## config.mk

```make
export PLATFORM = sky130hd
export DESIGN_NAME = va_xlat
export DESIGN_NICKNAME = d
export VERILOG_FILES = /design/src/rtl/va_xlat_pkg.sv /design/src/rtl/va_xlat_tlb.sv /design/src/rtl/va_xlat_walk.sv /design/src/rtl/va_xlat.sv
export SDC_FILE = /design/constraint.sdc
export NUM_CORES = 1
export LEC_CHECK = 0
export BUFFER_PORTS_ARGS = -buffer_cell sky130_fd_sc_hd__buf_2
export CORE_UTILIZATION = 60
export DETAILED_ROUTE_END_ITERATION = 12
export PLACE_DENSITY = 0.79
export SYNTH_ARGS = -nofsm -noshare
export SYNTH_HDL_FRONTEND = slang
export SYNTH_SLANG_ARGS = --single-unit
```

## constraint.sdc

```tcl
create_clock -name clk_i -period 6.8 [get_ports clk_i]
set_clock_uncertainty 0.15 [all_clocks]
set_input_delay 1.7 -clock clk_i [delete_from_list [all_inputs] [get_ports clk_i]]
set_output_delay 1.7 -clock clk_i [all_outputs]
set_load 0.02 [all_outputs]
```

## src/rtl/va_xlat_pkg.sv

```systemverilog
package va_xlat_pkg;

  typedef enum logic [1:0] {
    MAP_NONE  = 2'd0,
    MAP_SMALL = 2'd1,
    MAP_LARGE = 2'd2,
    MAP_SECT  = 2'd3
  } map_e;

  typedef enum logic [1:0] {
    FLT_NONE = 2'd0,
    FLT_SECT = 2'd1,
    FLT_PAGE = 2'd2
  } flt_e;

  typedef struct packed {
    logic [31:0] va;
    logic [31:0] pa;
    logic [11:0] perm;
    logic [3:0]  dom;
    map_e        map;
  } tlb_ent_t;

  localparam logic [31:0] TTB_MASK  = 32'hFFFF_C000;
  localparam logic [31:0] L2B_MASK  = 32'hFFFF_FC00;
  localparam logic [11:0] SECT_PERM = 12'hC0C;
  localparam logic [11:0] PAGE_PERM = 12'hFFC;

  function automatic logic [31:0] map_mask(map_e m);
    case (m)
      MAP_SECT:  return 32'hFFF0_0000;
      MAP_LARGE: return 32'hFFFF_0000;
      MAP_SMALL: return 32'hFFFF_F000;
      default:   return 32'h0000_0000;
    endcase
  endfunction

  function automatic logic [31:0] join_pa(logic [31:0] base, map_e m, logic [31:0] va);
    return (base & map_mask(m)) | (va & ~map_mask(m));
  endfunction

endpackage

```

## src/rtl/va_xlat_tlb.sv

```systemverilog
module va_xlat_tlb
  import va_xlat_pkg::*;
#(
  parameter int ENTRIES = 8
) (
  input  logic        clk_i,
  input  logic        rst_ni,
  input  logic [31:0] lk_va_i,
  output logic        hit_o,
  output logic [31:0] hit_pa_o,
  output logic [11:0] hit_perm_o,
  output logic [3:0]  hit_dom_o,
  input  logic        fill_we_i,
  input  tlb_ent_t    fill_ent_i,
  input  logic        inv_all_i,
  input  logic        inv_va_i,
  input  logic [31:0] inv_addr_i
);

  localparam int IW = (ENTRIES > 1) ? $clog2(ENTRIES) : 1;
  localparam logic [IW-1:0] LAST = IW'(ENTRIES - 1);

  tlb_ent_t           ent_q [ENTRIES];
  logic [ENTRIES-1:0] vld_q;
  logic [IW-1:0]      rr_q;
  logic [ENTRIES-1:0] lk_match;
  logic [ENTRIES-1:0] inv_match;

  for (genvar g = 0; g < ENTRIES; g++) begin : g_cmp
    assign lk_match[g]  = vld_q[g] &&
                          ((lk_va_i & map_mask(ent_q[g].map)) == ent_q[g].va);
    assign inv_match[g] = vld_q[g] &&
                          ((inv_addr_i & map_mask(ent_q[g].map)) == ent_q[g].va);
  end

  // lowest index wins when regions overlap
  always_comb begin
    hit_o      = 1'b0;
    hit_pa_o   = '0;
    hit_perm_o = '0;
    hit_dom_o  = '0;
    for (int i = ENTRIES - 1; i >= 0; i--) begin
      if (lk_match[i]) begin
        hit_o      = 1'b1;
        hit_pa_o   = join_pa(ent_q[i].pa, ent_q[i].map, lk_va_i);
        hit_perm_o = ent_q[i].perm;
        hit_dom_o  = ent_q[i].dom;
      end
    end
  end

  always_ff @(posedge clk_i or negedge rst_ni) begin
    if (!rst_ni) begin
      vld_q <= '0;
      rr_q  <= '0;
    end else begin
      if (inv_all_i)     vld_q <= '0;
      else if (inv_va_i) vld_q <= vld_q & ~inv_match;
      if (fill_we_i) begin
        vld_q[rr_q] <= 1'b1;
        rr_q        <= (rr_q == LAST) ? '0 : rr_q + 1'b1;
      end
    end
  end

  always_ff @(posedge clk_i) begin
    if (fill_we_i) ent_q[rr_q] <= fill_ent_i;
  end

  a_r8_fill_sets_valid: assert property (@(posedge clk_i) disable iff (!rst_ni)
    fill_we_i |=> vld_q[$past(rr_q)]);

  a_r8_rr_wraps: assert property (@(posedge clk_i) disable iff (!rst_ni)
    fill_we_i && rr_q == LAST |=> rr_q == '0);

  a_r9_inv_all_clears: assert property (@(posedge clk_i) disable iff (!rst_ni)
    inv_all_i && !fill_we_i |=> vld_q == '0);

  a_r10_inv_va_clears: assert property (@(posedge clk_i) disable iff (!rst_ni)
    inv_va_i && !inv_all_i && !fill_we_i |=> (vld_q & $past(inv_match)) == '0);

endmodule

```

## src/rtl/va_xlat_walk.sv

```systemverilog
module va_xlat_walk
  import va_xlat_pkg::*;
(
  input  logic        clk_i,
  input  logic        rst_ni,
  input  logic        req_i,
  input  logic [31:0] va_i,
  input  logic [31:0] ttb_i,
  input  logic        hit_i,
  input  logic [31:0] hit_pa_i,
  input  logic [11:0] hit_perm_i,
  input  logic [3:0]  hit_dom_i,
  output logic        mem_req_o,
  output logic [31:0] mem_addr_o,
  input  logic        mem_valid_i,
  input  logic [31:0] mem_rdata_i,
  output logic        fill_we_o,
  output tlb_ent_t    fill_ent_o,
  output logic        ready_o,
  output logic        done_o,
  output logic        hit_o,
  output logic [1:0]  fault_o,
  output logic [31:0] pa_o,
  output logic [11:0] perm_o,
  output logic [3:0]  dom_o
);

  typedef enum logic [1:0] {S_IDLE, S_L1, S_L2} st_e;

  st_e         st_q, st_d;
  logic [31:0] va_q, ttb_q, l1_q;
  logic        done_q, hit_q;
  flt_e        flt_q;
  logic [31:0] pa_q;
  logic [11:0] perm_q;
  logic [3:0]  dom_q;

  logic        fin, fin_hit;
  flt_e        fin_flt;
  logic [31:0] fin_pa;
  logic [11:0] fin_perm;
  logic [3:0]  fin_dom;
  tlb_ent_t    ent;

  assign ready_o   = (st_q == S_IDLE);
  assign mem_req_o = (st_q == S_L1) || (st_q == S_L2);
  assign mem_addr_o = (st_q == S_L2)
                    ? ((l1_q & L2B_MASK) | {20'b0, va_q[19:12], 2'b00})
                    : ((ttb_q & TTB_MASK) | {18'b0, va_q[31:20], 2'b00});

  always_comb begin
    st_d      = st_q;
    fin       = 1'b0;
    fin_hit   = 1'b0;
    fin_flt   = FLT_NONE;
    fin_pa    = '0;
    fin_perm  = '0;
    fin_dom   = dom_q;
    fill_we_o = 1'b0;
    ent       = '0;
    case (st_q)
      S_IDLE: begin
        if (req_i) begin
          if (hit_i) begin
            fin      = 1'b1;
            fin_hit  = 1'b1;
            fin_pa   = hit_pa_i;
            fin_perm = hit_perm_i;
            fin_dom  = hit_dom_i;
          end else begin
            st_d = S_L1;
          end
        end
      end
      S_L1: begin
        if (mem_valid_i) begin
          st_d = S_IDLE;
          case (mem_rdata_i[1:0])
            2'b10: begin
              ent.map  = MAP_SECT;
              ent.va   = va_q & map_mask(MAP_SECT);
              ent.pa   = mem_rdata_i & map_mask(MAP_SECT);
              ent.perm = mem_rdata_i[11:0] & SECT_PERM;
              ent.dom  = mem_rdata_i[8:5];
              fill_we_o = 1'b1;
              fin      = 1'b1;
              fin_pa   = join_pa(ent.pa, MAP_SECT, va_q);
              fin_perm = ent.perm;
              fin_dom  = ent.dom;
            end
            2'b01: st_d = S_L2;
            default: begin
              fin     = 1'b1;
              fin_flt = FLT_SECT;
            end
          endcase
        end
      end
      S_L2: begin
        if (mem_valid_i) begin
          st_d    = S_IDLE;
          fin     = 1'b1;
          fin_dom = l1_q[8:5];
          if (mem_rdata_i[1:0] == 2'b01 || mem_rdata_i[1:0] == 2'b10) begin
            ent.map  = (mem_rdata_i[1:0] == 2'b01) ? MAP_LARGE : MAP_SMALL;
            ent.va   = va_q & map_mask(ent.map);
            ent.pa   = mem_rdata_i & map_mask(ent.map);
            ent.perm = mem_rdata_i[11:0] & PAGE_PERM;
            ent.dom  = l1_q[8:5];
            fill_we_o = 1'b1;
            fin_pa   = join_pa(ent.pa, ent.map, va_q);
            fin_perm = ent.perm;
          end else begin
            fin_flt = FLT_PAGE;
          end
        end
      end
      default: st_d = S_IDLE;
    endcase
  end

  assign fill_ent_o = ent;

  always_ff @(posedge clk_i or negedge rst_ni) begin
    if (!rst_ni) begin
      st_q   <= S_IDLE;
      va_q   <= '0;
      ttb_q  <= '0;
      l1_q   <= '0;
      done_q <= 1'b0;
      hit_q  <= 1'b0;
      flt_q  <= FLT_NONE;
      pa_q   <= '0;
      perm_q <= '0;
      dom_q  <= '0;
    end else begin
      st_q   <= st_d;
      done_q <= fin;
      if (st_q == S_IDLE && req_i && !hit_i) begin
        va_q  <= va_i;
        ttb_q <= ttb_i;
      end
      if (st_q == S_L1 && mem_valid_i) l1_q <= mem_rdata_i;
      if (fin) begin
        hit_q  <= fin_hit;
        flt_q  <= fin_flt;
        pa_q   <= fin_pa;
        perm_q <= fin_perm;
        dom_q  <= fin_dom;
      end
    end
  end

  assign done_o  = done_q;
  assign hit_o   = hit_q;
  assign fault_o = flt_q;
  assign pa_o    = pa_q;
  assign perm_o  = perm_q;
  assign dom_o   = dom_q;

  a_r12_mem_hold: assert property (@(posedge clk_i) disable iff (!rst_ni)
    mem_req_o && !mem_valid_i |=> mem_req_o && $stable(mem_addr_o));

  a_r1_word_aligned: assert property (@(posedge clk_i) disable iff (!rst_ni)
    mem_req_o |-> mem_addr_o[1:0] == 2'b00);

  a_r7_hit_one_cycle: assert property (@(posedge clk_i) disable iff (!rst_ni)
    done_o && hit_o |-> $past(req_i) && !$past(mem_req_o));

  a_r11_fault_clears: assert property (@(posedge clk_i) disable iff (!rst_ni)
    done_o && fault_o != 2'd0 |-> pa_o == '0 && perm_o == '0 && !hit_o);

  a_r2_fill_no_fault: assert property (@(posedge clk_i) disable iff (!rst_ni)
    fill_we_o |=> done_o && fault_o == 2'd0 && !hit_o);

  a_r11_code_legal: assert property (@(posedge clk_i) disable iff (!rst_ni)
    done_o |-> fault_o != 2'd3);

endmodule

```

## src/rtl/va_xlat.sv

```systemverilog
module va_xlat
  import va_xlat_pkg::*;
#(
  parameter int ENTRIES = 8
) (
  input  logic        clk_i,
  input  logic        rst_ni,
  input  logic        req_i,
  input  logic [31:0] va_i,
  input  logic [31:0] ttb_i,
  output logic        ready_o,
  output logic        done_o,
  output logic        hit_o,
  output logic [1:0]  fault_o,
  output logic [31:0] pa_o,
  output logic [11:0] perm_o,
  output logic [3:0]  dom_o,
  input  logic        inv_all_i,
  input  logic        inv_va_i,
  input  logic [31:0] inv_addr_i,
  output logic        mem_req_o,
  output logic [31:0] mem_addr_o,
  input  logic        mem_valid_i,
  input  logic [31:0] mem_rdata_i
);

  logic        lk_hit;
  logic [31:0] lk_pa;
  logic [11:0] lk_perm;
  logic [3:0]  lk_dom;
  logic        fill_we;
  tlb_ent_t    fill_ent;

  va_xlat_tlb #(.ENTRIES(ENTRIES)) u_tlb (
    .clk_i      (clk_i),
    .rst_ni     (rst_ni),
    .lk_va_i    (va_i),
    .hit_o      (lk_hit),
    .hit_pa_o   (lk_pa),
    .hit_perm_o (lk_perm),
    .hit_dom_o  (lk_dom),
    .fill_we_i  (fill_we),
    .fill_ent_i (fill_ent),
    .inv_all_i  (inv_all_i),
    .inv_va_i   (inv_va_i),
    .inv_addr_i (inv_addr_i)
  );

  va_xlat_walk u_walk (
    .clk_i       (clk_i),
    .rst_ni      (rst_ni),
    .req_i       (req_i),
    .va_i        (va_i),
    .ttb_i       (ttb_i),
    .hit_i       (lk_hit),
    .hit_pa_i    (lk_pa),
    .hit_perm_i  (lk_perm),
    .hit_dom_i   (lk_dom),
    .mem_req_o   (mem_req_o),
    .mem_addr_o  (mem_addr_o),
    .mem_valid_i (mem_valid_i),
    .mem_rdata_i (mem_rdata_i),
    .fill_we_o   (fill_we),
    .fill_ent_o  (fill_ent),
    .ready_o     (ready_o),
    .done_o      (done_o),
    .hit_o       (hit_o),
    .fault_o     (fault_o),
    .pa_o        (pa_o),
    .perm_o      (perm_o),
    .dom_o       (dom_o)
  );

endmodule

```

==> After elaboration in Yosys (flattened, before gate mapping) <==
Memory sizes are Yosys's and may differ from the RTL's.
Index checks and enable logic that the tools add are counted.
{ "totals": {"register_bits": 161, "mem_bits_rw": 656, "input_bits": 134, "word_cells": 274, "mem_count": 1} }
{ "op_classes": {"add_sub_neg": 1, "magnitude_cmp": 2, "eq_ne": 54, "muxes": 113, "n_bitwise": 63, "reduce_logical": 28} }
{ "memory_table": {"columns": ["memory", "words", "width", "read_ports", "rd_ports_with_merged_regs", "wr", "line_no", "rtl"], "rows": [
  ["u_tlb.ent_q", 8, 82, 8, 0, 1, "va_xlat_tlb.sv:23", "tlb_ent_t ent_q [ENTRIES];"]
]} }
{ "op_table": {"columns": ["operator", "count"], "rows": [
  ["AND 32 bit", 38],
  ["one-hot mux 32 bit (3 select lines)", 10],
  ["2-to-1 mux 32 bit", 29],
  ["equality test 32 bit", 16],
  ["2-to-1 mux 82 bit", 4],
  ["NOT 32 bit", 10],
  ["bitwise OR 32 bit", 10],
  ["2-to-1 mux 12 bit", 14],
  ["one-hot mux 82 bit (2 select lines)", 1],
  ["2-to-1 mux 4 bit", 13],
  ["equality test 2 bit, second input constant", 20],
  ["one-hot mux 12 bit (3 select lines)", 1],
  ["bitwise OR 32 x 10 -> 32 bit", 1],
  ["bitwise OR 32 x 14 -> 32 bit", 1],
  ["2-to-1 mux 8 bit", 3],
  ["equality test 2 x 1 -> 1 bit, second input constant", 11],
  ["2-to-1 mux 1 bit", 22],
  ["logical AND 1 bit", 20],
  ["2-to-1 mux 2 bit", 9],
  ["one-hot mux 4 bit (3 select lines)", 1],
  ["AND 8 bit", 1],
  ["!= test 2 bit, second input constant", 4],
  ["NOT 8 bit", 1],
  ["bitwise OR 8 bit", 1],
  ["18 further kinds", 20]
]} }

==> Logic depth before layout (Yosys ltp) <==
An unclocked memory read counts as a cell.
{ "depth": {"depth_word": 21, "depth_mapped": 15, "ltp_nobuf": 12} }

==> By module <==
From an unflattened synthesis, not the netlist that was laid out.
{ "hier_totals": {"hier_cells": 3013, "area_unflattened_um2": 36005.8} }
{ "by_module_without_submodules": {"columns": ["module", "n_inst", "cells_each", "area_per_inst_um2"], "rows": [
  ["va_xlat_tlb", 1, 2480, 29408.2],
  ["va_xlat_walk", 1, 533, 6597.6]
]} }

==> Worst setup path after synthesis <==
OpenSTA, ideal clock, no wires.
{ "synth_timing": {"kind": "input-to-reg", "start": "input mem_rdata_i[0]", "end": "memory u_tlb.ent_q[0][0] in the netlist's numbering, enable pin", "arrival_time_ns": 6.561, "setup_slack_ns": -0.452, "cell_stages": 6, "n_path_buf": 0, "cell_sequence": "inv_1 ha_1 nand2_1 o2111ai_1 or2_2 nor3_1"} }
{ "synth_via": {"elab_chain_cells": 7, "elab_cells_between_ends": 10} }
{ "synth_lines": {"columns": ["element", "line_no", "rtl"], "rows": [
  ["from (decl)", "va_xlat.sv:24", "input logic [31:0] mem_rdata_i"],
  ["equality test 2 x 1 -> 1 bit / equality test 2 bit (equally long branches)", "va_xlat_walk.sv:104, va_xlat_walk.sv:78", null],
  ["logical OR 1 bit", "va_xlat_walk.sv:104", "if (mem_rdata_i[1:0] == 2'b01 || mem_rdata_i[1:0] == 2'b10) begin"],
  ["2-to-1 mux 1 bit", "va_xlat_walk.sv:104", null],
  ["2-to-1 mux 1 bit", "va_xlat_walk.sv:100", "if (mem_valid_i) begin"],
  ["one-hot mux 1 bit (2 select lines) (*)", "va_xlat_walk.sv:61", "case (st_q)"],
  ["2-to-1 mux 1 bit (*)", "va_xlat_tlb.sv:67", "if (fill_we_i) ent_q[rr_q] <= fill_ent_i;"],
  ["2-to-1 mux 1 bit (implied by the code) (*)", "va_xlat_tlb.sv:67", null],
  ["to (decl)", "va_xlat_tlb.sv:23", null]
]} }
Mark *: on every way between the ends. The rest lies on a longest branch, timed or not.

==> Final worst setup path <==
{ "layout_timing": {"start": "input va_i[15]", "end": "register u_walk.perm_q[8], in the netlist u_walk.perm_o[8]"} }
{ "layout_via": {"elab_chain_cells": 14, "elab_cells_between_ends": 46} }
{ "layout_lines": {"columns": ["element", "line_no", "rtl"], "rows": [
  ["from (decl)", "va_xlat.sv:9", "input logic [31:0] va_i,"],
  ["AND 32 bit", "va_xlat_tlb.sv:31", "((lk_va_i & map_mask(ent_q[g].map)) == ent_q[g].va);"],
  ["equality test 32 bit", "va_xlat_tlb.sv:31", null],
  ["logical AND 1 bit", "va_xlat_tlb.sv:30", "assign lk_match[g] = vld_q[g] &&"],
  ["2-to-1 mux 12 bit / 2-to-1 mux 1 bit (equally long branches) (8 in series)", "va_xlat_tlb.sv:43", "if (lk_match[i]) begin"],
  ["2-to-1 mux 12 bit / 2-to-1 mux 1 bit (equally long branches)", "va_xlat_walk.sv:64", "if (hit_i) begin"],
  ["2-to-1 mux 12 bit / 2-to-1 mux 1 bit (equally long branches)", "va_xlat_walk.sv:63", "if (req_i) begin"],
  ["one-hot mux 12 bit (3 select lines) / one-hot mux 1 bit (3 select lines) (equally long branches)", "va_xlat_walk.sv:61", null],
  ["to (signal assigned)", "va_xlat_walk.sv:148", "perm_q <= fin_perm;"],
  ["to (decl)", "va_xlat_walk.sv:35", "logic [11:0] perm_q;"]
]} }
Parallel ways exist; a longest one is shown, timed or not.
A chain may end at the register's enable or synchronous reset.

==> results.toml <==
[logic_synthesis]
synth_top_flop_cell = "edfxtp_1"
syn_area_sq_um = 31800
postSynth.asyncResetShare_pct = 23.7
synth-edff-count = 448
netlist_instances = 2819
synth_warnings = 0
synth_seq_cells = 587
ys_seq_area_share_pct = 53.2
synth.distinct_cells = 102
avgSynthCellArea_sq_um = 11.3

[drt]
wirelength_um = 111000
viasPerCell = 7.26
vias = 26500
drt.antenna.violating_nets = 0
dr.pass1.iters = 9
drtIter0Drc = 3960
drc = 0
avgRoutedWirePerCell_um = 30.3

[global_routing]
grt_max_degree = 109
antenna_found_initial = 3
grt_pass1_wl_um = 162000
grt-ovfl-total = 0
grt_usage_pct = 40.8
grt_pass1_vias = 25800

[worst_setup_path]
cp-start-kind = "primary input"
crit_path_top_delay_cell = "a41oi_2"
cp.depth = 10
crit_buf_inv = 1
cpPeakStageDelay_ps = 750
crit_path_cell_trace = "buf_2 > nor4bb_1 > a22oi_1 > a22oi_1 > nand3_1 > or2_2 > o41a_1 > a41oi_2 > mux2i_1 > a31o_1"
reg2reg_from = "u_tlb.ent_q[2][0]"
cp.arrival_ps = 5860
crit_required_ps = 7170
worst_r2r_endpoint = "u_walk.pa_o[18]"
cp_max_fo = 33
endpoint = "u_walk.perm_o[8]"
r2r_setup_slack_ps = 2010
cpMostUsedCell = "a22oi_1"
path_delay_family = "compound AO/OA/AOI/OAI gates"
end_kind = "register"
worst-setup-path-type = "in -> reg"
startpoint = "va_i[15]"
reg2reg_depth = 12

[timing]
period_share_pct = 80.6
setup_tns_ps = 0
slew_violations = 0
hold_viol = 0
worst_pin_slew_ps = 1210
period_needed_ps = 5480
timing.fmax_ghz = 0.182
rsz0062_at_grt = "no"
setup_viol = 0
relSlewSlack_pct = 19.2

[pwr]
cellPowerDensity_nw_per_um2 = 290
total_leakage_power_nw = 12.8
netSwitchingPower_w = 0.00310
combinationalPowerShare_pct = 20.9
seqPwrFrac_pct = 45.3
total_power_w = 0.0102
p_clk_share_pct = 33.8
p_sw_share_pct = 30.4
p_int_w = 0.00711
ir_drop_mv = 0.330

[clock_network]
clockRootBuffer = "clkbuf_16"
cts_htree_levels = 2
postCtsSetupBuffers = 0
numClockSinks = 587
cts_hold_buf = 0
cts_resized = 0
cts_tree = "done"
insertion_delay_ps = 650
cts.clk_slew.worst_paths_ps = 60
cts.path.max_buffers = 3
cts_buffers = 59

[placement]
io_buffers = 189
hpwl_um = 73700
dpl_cell_area_sq_um = 33200
place.gp.congestion = 1.10

[final_layout]
design_area_sq_um = 35300
area_delta_synth_final_pct = 10.8
layout_commonest_cell = "edfxtp_1"
drive_gt1_share_pct = 17.1
layout_common_cells = "edfxtp_1 (448), buf_2 (188), nand2_1 (160), dfrtp_1 (139), mux2i_1 (138)"
antenna_cells = 0
fillerInstances = 3727
nets = 3075

[floorplanning]
coreArea_sq_um = 52400
num_rows = 84
io_pins = 220
die-area_sq_um = 54000
start_util_pct = 60.7
die_x_um = 232
die_h_um = 232

[flow_run]
maxCapViolCount = 0

[worst_hold_path]
min_path_type = "reg -> reg"

[outcome]
outcome = "complete, no violations"
==> sequential cells by signal, summed over array words and instances, names as in the netlist, 3 cells and up <==
signal and cells:
u_walk.perm_o 10, u_tlb.vld_q 8, u_tlb.rr_q 3, u_tlb.ent_q 448
u_walk.l1_q 26, u_walk.pa_o 32, u_walk.dom_o 4, u_walk.va_q 32
u_walk.ttb_q 18
==> worst min path at each step <==
stage          depth (start not counted)                to              from  slack (ps)
2_1_floorplan                          1  u_walk.ttb_q[15]  u_walk.ttb_q[15]         310
3_3_place_gp                           2      u_walk.hit_o      u_walk.hit_o         310
3_5_place_dp                           1  u_walk.ttb_q[19]  u_walk.ttb_q[19]         330
4_1_cts                                1  u_walk.ttb_q[19]  u_walk.ttb_q[19]         340
5_1_grt                                1  u_walk.ttb_q[19]  u_walk.ttb_q[19]         350
6_report                               1  u_walk.ttb_q[19]  u_walk.ttb_q[19]         340
==> routing by layer <==
metal	global-route usage, %	routed length [um]	up-vias
li1	-	-	11100
met1	52.2	39000	12900
met2	63.4	50100	2141
met3	9.71	14200	462
met4	24.0	7380	2
met5	0	14	-
==> cell type report <==
class                   count  area (sq um)  area share (%)
multi-input cells        1921         13700            38.8
well taps                 688           861            2.44
flip-flops and latches    587         16900            48.0
clock inverters            40           497            1.41
clock buffers              70          1530            4.33
inverters                 102           383            1.09
repair buffers            244          1380            3.91
==> cell usage after synthesis (15+ instances only) <==
cell type / n / area [sq um]
nand4_1: 58 / 363
nor4b_1: 15 / 131
a22oi_1: 35 / 263
and3_1: 55 / 344
ha_1: 26 / 325
inv_1: 96 / 360
nor4bb_1: 19 / 190
o21ai_0: 126 / 631
nor2b_1: 49 / 307
nand2b_1: 65 / 407
xor2_1: 23 / 201
a2111oi_0: 21 / 184
a31oi_1: 27 / 169
a22o_1: 22 / 193
a211oi_1: 29 / 218
dfrtp_1: 139 / 3480
nand2_1: 160 / 601
o32ai_1: 19 / 166
o221ai_1: 32 / 280
a221oi_1: 24 / 210
mux2i_1: 138 / 1380
xnor2_1: 81 / 709
o211ai_1: 29 / 218
buf_4: 20 / 150
buf_2: 37 / 185
nor4_1: 30 / 188
a21oi_1: 65 / 325
nor2_1: 133 / 499
edfxtp_1: 448 / 13500
o22ai_1: 55 / 344
clkbuf_1: 131 / 492
nor3_1: 86 / 430
buf_1: 23 / 86.3
o31ai_1: 29 / 218
mux2_2: 112 / 1260
and2_1: 15 / 93.8
nand3_1: 84 / 420
==> power by group through the flow <==
stage	clock [W]	sequential, W	combinational, W
CTS	0.00346	0.00460	0.00211
finish	0.00345	0.00462	0.00214
floorplan	0	0.00464	0.00131
global placement	0	0.00464	0.00203
global route	0.00358	0.00465	0.00225
detailed placement	0	0.00467	0.00209
==> metrics by stage <==
step           std cells  setup slack, ps  hold WS [ps]  util [%]
2_1_floorplan       2822             1070           310         -
3_3_place_gp        3542             1020           309      63.4
3_5_place_dp        3542              919           327      63.4
4_1_cts             3652             1570           341      67.3
5_1_grt             3652             1340           353      67.3
6_report            3652             1320           344      67.3
==> kinds of logic (layout without fill, tap and decap cells) <==
logic type | Yosys count | in the layout | synth area share [%]
other | 1 | 4 | 0.0118
xor gates and xnor gates | 104 | 104 | 2.86
adders and majority gates | 26 | 26 | 1.02
and+or+nand+nor | 865 | 865 | 15.0
buffers and inverters | 314 | 456 | 4.11
DFF | 587 | 587 | 53.2
AOI/OAI and AO/OA | 660 | 660 | 15.1
muxes | 262 | 262 | 8.73
(Power assumes the default switching activity.)
